$ cat config.mk
export PLATFORM = sky130hd
export DESIGN_NAME = debounce_restart
export DESIGN_NICKNAME = d
export VERILOG_FILES = /design/src/rtl/debounce_restart.sv
export SDC_FILE = /design/constraint.sdc
export NUM_CORES = 1
export LEC_CHECK = 0
export ABC_AREA = 1
export ABC_CLOCK_PERIOD_IN_PS = 2300
export CAP_MARGIN = 15
export CORE_MARGIN = 10
export CORE_UTILIZATION = 41
export DETAILED_ROUTE_END_ITERATION = 8
export HOLD_SLACK_MARGIN = 0.02
export PLACE_DENSITY = 0.66
export SYNTH_ARGS = -nofsm -noshare
export SYNTH_HDL_FRONTEND = slang
export SYNTH_SLANG_ARGS = --single-unit
$ cat constraint.sdc
create_clock -name clk -period 2.3 [get_ports clk]
set_input_delay 0.69 -clock clk [delete_from_list [all_inputs] [get_ports clk]]
set_output_delay 0.69 -clock clk [all_outputs]
set_load 0.02 [all_outputs]
$ cat src/rtl/debounce_restart.sv
module debounce_restart #(
  parameter int VW      = 12,
  parameter int THR_W   = 7,
  parameter int SAMPLES = 16,
  parameter int SOC_MS  = 175,
  parameter int CMP_MS  = 1,
  parameter int ADC_MS  = 250
) (
  input  logic          clk,
  input  logic          rst_n,
  input  logic          tick,
  input  logic [VW-1:0] sample,
  input  logic          qs_pin,
  input  logic          qs_wr,
  input  logic          qs_data,
  input  logic          cmp_above,
  input  logic [VW-1:0] vcell,
  input  logic          vcell_upd,
  input  logic [THR_W-1:0] rst_thr,
  input  logic          cmp_dis,
  input  logic          hibernate,
  input  logic          vr_clr,
  output logic [VW-1:0] ocv,
  output logic          ocv_ready,
  output logic          soc_ready,
  output logic          restart_pulse,
  output logic          vr_flag
);
  localparam int OCV_MS  = SAMPLES + 1;
  localparam int DONE_MS = OCV_MS + SOC_MS;
  localparam int MSW     = $clog2(DONE_MS + 1);
  localparam int DLY_MAX = (ADC_MS > CMP_MS) ? ADC_MS : CMP_MS;
  localparam int SWW     = $clog2(DLY_MAX + 1);
  localparam int SHIFT   = VW - THR_W;

  logic           por_pend, qs_pin_q, qs_bit, swap_fire;
  logic [MSW-1:0] ms;
  logic [VW-1:0]  peak;
  logic           armed, waiting;
  logic [SWW-1:0] dcnt;

  wire req = por_pend | (qs_pin & ~qs_pin_q) | qs_bit | swap_fire;

  always_ff @(posedge clk or negedge rst_n)
    if (!rst_n) begin
      por_pend      <= 1'b1;
      qs_pin_q      <= 1'b1;
      qs_bit        <= 1'b0;
      restart_pulse <= 1'b0;
      vr_flag       <= 1'b0;
    end else begin
      por_pend      <= 1'b0;
      qs_pin_q      <= qs_pin;
      qs_bit        <= qs_wr & qs_data;
      restart_pulse <= req;
      vr_flag       <= req | (vr_flag & ~vr_clr);
    end

  always_ff @(posedge clk or negedge rst_n)
    if (!rst_n) begin
      ms        <= '0;
      peak      <= '0;
      ocv       <= '0;
      ocv_ready <= 1'b0;
      soc_ready <= 1'b0;
    end else if (req) begin
      ms        <= '0;
      peak      <= '0;
      ocv       <= '0;
      ocv_ready <= 1'b0;
      soc_ready <= 1'b0;
    end else if (tick && !soc_ready) begin
      ms <= ms + MSW'(1);
      if (ms < MSW'(SAMPLES) && sample > peak) peak <= sample;
      if (ms == MSW'(OCV_MS - 1)) begin
        ocv       <= peak;
        ocv_ready <= 1'b1;
      end
      if (ms == MSW'(DONE_MS - 1)) soc_ready <= 1'b1;
    end

  wire          cmp_en   = ~(cmp_dis & hibernate);
  wire [VW-1:0] thr_code = {rst_thr, {SHIFT{1'b0}}};
  wire below_ev = cmp_en ? ~cmp_above : (vcell_upd & (vcell < thr_code));
  wire above_ev = cmp_en ?  cmp_above : (vcell_upd & (vcell >= thr_code));
  wire [SWW-1:0] limit = cmp_en ? SWW'(CMP_MS) : SWW'(ADC_MS);

  always_ff @(posedge clk or negedge rst_n)
    if (!rst_n) begin
      armed     <= 1'b0;
      waiting   <= 1'b0;
      dcnt      <= '0;
      swap_fire <= 1'b0;
    end else begin
      swap_fire <= 1'b0;
      if (below_ev) begin
        armed   <= 1'b1;
        waiting <= 1'b0;
        dcnt    <= '0;
      end else if (armed && !waiting && above_ev) begin
        waiting <= 1'b1;
        dcnt    <= '0;
      end else if (waiting && tick) begin
        if (dcnt + SWW'(1) == limit) begin
          swap_fire <= 1'b1;
          armed     <= 1'b0;
          waiting   <= 1'b0;
          dcnt      <= '0;
        end else begin
          dcnt <= dcnt + SWW'(1);
        end
      end
    end
endmodule


* Word-level counts from Yosys, hierarchy flattened
Index checks and enable logic that the tools add are counted.
Storage, ports and cells: register bits after elaboration 50, latch bits 0, memory bits (writable) 0, bits in read-only memories 0, input bits 42, word-level logic and storage cells 88, memories kept 0
Operators by class: add/sub/neg operators 2, $mul 0, div/mod/pow operators 0, magnitude comparators 4, equality and inequality tests 4, shifts and indexed selects 0, muxes and demuxes 31, bitwise logic cells 13, reduce and logical (&&, ||, !) cells 20
Operators with widths (number):
- two-way mux 12 bit | 6
- two-way mux 8 bit | 7
- two-way mux 1 bit | 18
- adder 8 x 1 -> 8 bit (second input constant) | 2
- >= comparator 12 bit | 1
- greater-than comparator 12 bit | 1
- < comparator 12 bit | 1
- nonzero test 2 bit | 6
- equality test 8 x 5 -> 1 bit (second input constant) | 1
- equality test 8 bit | 1
- equality test 8 bit (second input constant) | 1
- < comparator 8 x 5 -> 1 bit (second input constant) | 1
- AND reduction 2 bit | 4
- bitwise AND 1 bit | 6
- nonzero test 3 bit | 2
- logical AND 1 bit | 5
- OR 1 bit | 4
- NOT 1 bit | 3
- AND reduction 3 bit | 1
- zero test 1 bit | 2
- inequality test 2 bit (second input constant) | 1

* Longest topological paths before layout
depth after elaboration 7, depth in mapped cells 12

* Worst setup path after synthesis
OpenSTA, ideal clock, no wires.
kind input -> register, from in rst_thr[6], to reg dcnt[2], library setup time 0.131 ns, data arrival time 1.759 ns, data required time 2.169 ns, slack 0.409 ns, cell stages on the path 9, path buffers 0, cells stage by stage inv_1 > ha_1 > a21o_1 > nor2_1 > nand3_1 > o21ai_0 > inv_1 > nand2_2 > nor3_1
On the way: cells in the longest elaborated chain, start to end 6
RTL lines:
- from (decl) | line 19 | input logic [THR_W-1:0] rst_thr,
- >= comparator 12 bit | line 85 | wire above_ev = cmp_en ? cmp_above : (vcell_upd & (vcell >= thr_code));
- bitwise AND 1 bit | line 85
- two-way mux 1 bit | line 85
- logical AND 1 bit | line 100 | end else if (armed && !waiting && above_ev) begin
- two-way mux 8 bit | line 100
- two-way mux 8 bit | line 96 | if (below_ev) begin
- to (signal assigned) | line 110 | dcnt <= dcnt + SWW'(1);
- to (decl) | line 40 | logic [SWW-1:0] dcnt;
Several ways; a longest one is shown, not always the timed one. A chain may end at the register's enable or synchronous reset.

* Worst setup path in the final report
from in sample[9], to reg peak[1]
On the way: cells in the longest elaborated chain, start to end 4
RTL lines:
- from (decl) | line 12 | input logic [VW-1:0] sample,
- greater-than comparator 12 bit | line 74 | if (ms < MSW'(SAMPLES) && sample > peak) peak <= sample;
- logical AND 1 bit | line 74
- nonzero test 2 bit (no line)
- AND reduction 2 bit (no line)
- to (signal assigned) | line 74
- to (decl) | line 38 | logic [VW-1:0] peak;
No other way between the ends.

==> flow_summary.toml <==
[logic_synthesis]
synth-seq-area-share_pct = 43.7
synth_cells = 362
synth_nets = 426
syn_area_um2 = 2870
yosysWarnings = 0
ys_types = 31
synth_top_area_share_pct = 41.9
ys_ff_latch = 50
synthTopCellsByArea = "dfrtp_1 42%, nand2_1 9.7%, ha_1 9.6%"
syn_area_per_cell_um2 = 7.92
synth_top_cell_by_area = "dfrtp_1"

[global_route]
grt_pass1_vias = 2567
grt_antenna_before_repair = 0
grt_pass1_wl_um = 12000
grt_max_degree = 22
grt-ovfl-total = 0
grt_usage_pct = 12.8

[cells_and_area]
final_cell_count_no_fill = 537
area_delta_synth_final_pct = 32.4
finish.net_count = 504
fin_area_um2 = 3790
n_antenna_cell = 0
drive_gt1_share_pct = 11.8

[die]
core_area_um2 = 6790
die_h_um = 104
die_w_um = 104
rows = 30
boundaryPins = 58
die_area_um2 = 10700
start_util_pct = 42.2

[cts]
clock_latency_ns = 0.31
holdBufCountCts = 0
clkSinkCount = 50
clockBufferDepth = 2
cts_tree = "yes"
cts_root_buf = "clkbuf_8"
cts_inserted_buffers = 5
clk_pin_slew_ns = 0.10
cts.htree.levels = 2

[worst_setup_path]
r2r_cells = 11
critPathLaunchType = "primary input"
r2r_slack_ns = 0.55
crit_type = "primary input to flop"
cp.required_ns = 2.50
end_kind = "flop"
cp_max_fo = 6
r2r_start = "peak[9]"
critPathArrivalTime_ns = 2.37
rr_endpoint = "peak[1]"

[flow_run]
maxCapViolCount = 0

[place]
placed_cell_area_um2 = 3640
place_ws_ns = -0.342
io_buffer_count = 57
gp_congestion = 0.845
dp_cells = 524
hpwlAfterDp_um = 5350

[drt]
postRouteAntennaNets = 0
wl_per_cell_um = 12.4
drc_errors = 0
via_per_inst = 4.72
drt_wl_total_um = 6660
drt_iter0_drc = 69
num_vias = 2536
dr.pass1.iters = 4

[sta]
fin_crit_sh_pct = 94.5
setup_tns_ns = 0
skew_ns = 0.0108
setup_violations = 0
hold_viol_final = 0
max_freq_mhz = 460
min_period_ns = 2.17
drv_slew = 0
setup_ws_ns = 0.127

[outcome]
outcome = "complete, no violations"

[power]
power_leakage_nw = 1.74
cellPowerDensity_nw_per_um2 = 485
peakVddDrop_v = 0.000270

[worst_hold_path]
hold_class = "primary input to asynchronous set/reset pin"
power breakdown:
part | total [W] | switching [W] | internal [W]
registers | 0.000926 | 0.0000193 | 0.000907
logic | 0.000356 | 0.000191 | 0.000165
clock network | 0.000557 | 0.000309 | 0.000248
cell families after synthesis:
family	share of synthesized area (%)
AO/OA/AOI/OAI	11.0
XOR/XNOR	0.611
adder cells (fa/ha/maj)	9.60
buffers and inverters	9.17
flip-flops	43.7
other	0.131
AND/OR/NAND/NOR	25.8
sequential cells by signal, indices dropped and copies added, names as in the netlist:
signal,cells
armed,1
dcnt,8
ms,8
ocv,12
ocv_ready,1
peak,12
por_pend,1
qs_bit,1
qs_pin_q,1
restart_pulse,1
soc_ready,1
swap_fire,1
vr_flag,1
waiting,1
cell type report:
cell class / count / area [µm²]
multi-input combinational: 244 / 1370
inverter: 61 / 229
clock inverter: 2 / 16.3
sequential: 50 / 1250
tap: 96 / 120
timing repair buffer: 78 / 723
clock buffer: 6 / 82.6
fill: 634 / 3000
Yosys cell counts (all sizes together):
| library cell | count |
|---|---|
| a21oi | 23 |
| nor4 | 2 |
| buf | 4 |
| nand4 | 5 |
| o21bai | 2 |
| conb | 1 |
| o21ai | 34 |
| a21o | 1 |
| nand2 | 79 |
| clkbuf | 3 |
| a31oi | 1 |
| nor2 | 32 |
| dfstp | 2 |
| nor3 | 9 |
| ha | 22 |
| inv | 61 |
| or2 | 2 |
| nand3 | 29 |
| xor2 | 2 |
| dfrtp | 48 |
worst max-delay path, stage by stage:
cell and delay (ns):
clkdlybuf4s50_1 0.44, ha_1 0.33, a21oi_1 0.15, nor2_1 0.05
nor3_1 0.15, nand3_1 0.11, nand2_2 0.12, nor2_4 0.07
buf_4 0.14, nand2_1 0.05, o21ai_0 0.08
per-stage QoR:
step | hold WS (ns) | util (%) | power (W)
after floorplan | 0.394 | - | 0.00113
after global placement | 0.473 | 53.6 | 0.00128
after detailed placement | 0.486 | 53.6 | 0.00129
after CTS | 0.331 | 55.1 | 0.00185
after global routing | 0.339 | 55.9 | 0.00195
final | 0.323 | 55.9 | 0.00184
metal layers:
layer / routed length, µm / vias to the layer above / part of all wire (%) / global-route usage, %
li1: - / 1318 / - / -
met3: 297 / 4 / 4.5 / 3.59
met2: 3360 / 46 / 50 / 22.7
met4: 43 / 0 / 0.65 / 2.12
met1: 2960 / 1168 / 44 / 15.0
met5: 0 / - / 0 / 0
worst max-delay path by stage:
stage,start,to,slack [ns]
after floorplan,rst_thr[6],dcnt[2],0.41
after global placement,sample[3],peak[6],-0.32
after detailed placement,sample[3],peak[1],-0.34
after CTS,sample[3],peak[1],0.10
after global routing,sample[7],peak[4],-0.02
final,sample[9],peak[1],0.13
what timing repair did:
item	in CTS	in global routing
buffers inserted	0	5
endpoints found under the hold margin	0	0
pin swaps	0	1
gates resized for setup	2	6
setup endpoints to repair	6	20
layout by cell type (no fill, tap or decap), types with 2 or more instances in the layout:
master,instances
nor2_1,27
nand2_4,5
nor2_4,2
nand2_1,72
inv_1,58
a21oi_1,23
clkdlybuf4s50_1,56
nand2_2,2
nand3_1,28
nor3_1,8
o21bai_1,2
dfstp_2,2
clkbuf_8,6
xor2_1,2
ha_1,22
inv_2,3
buf_4,21
dfrtp_1,48
o21ai_0,30
o21ai_1,4
nor2_2,3
nand4_1,5
Note: power is estimated with default switching activity, not from simulation.
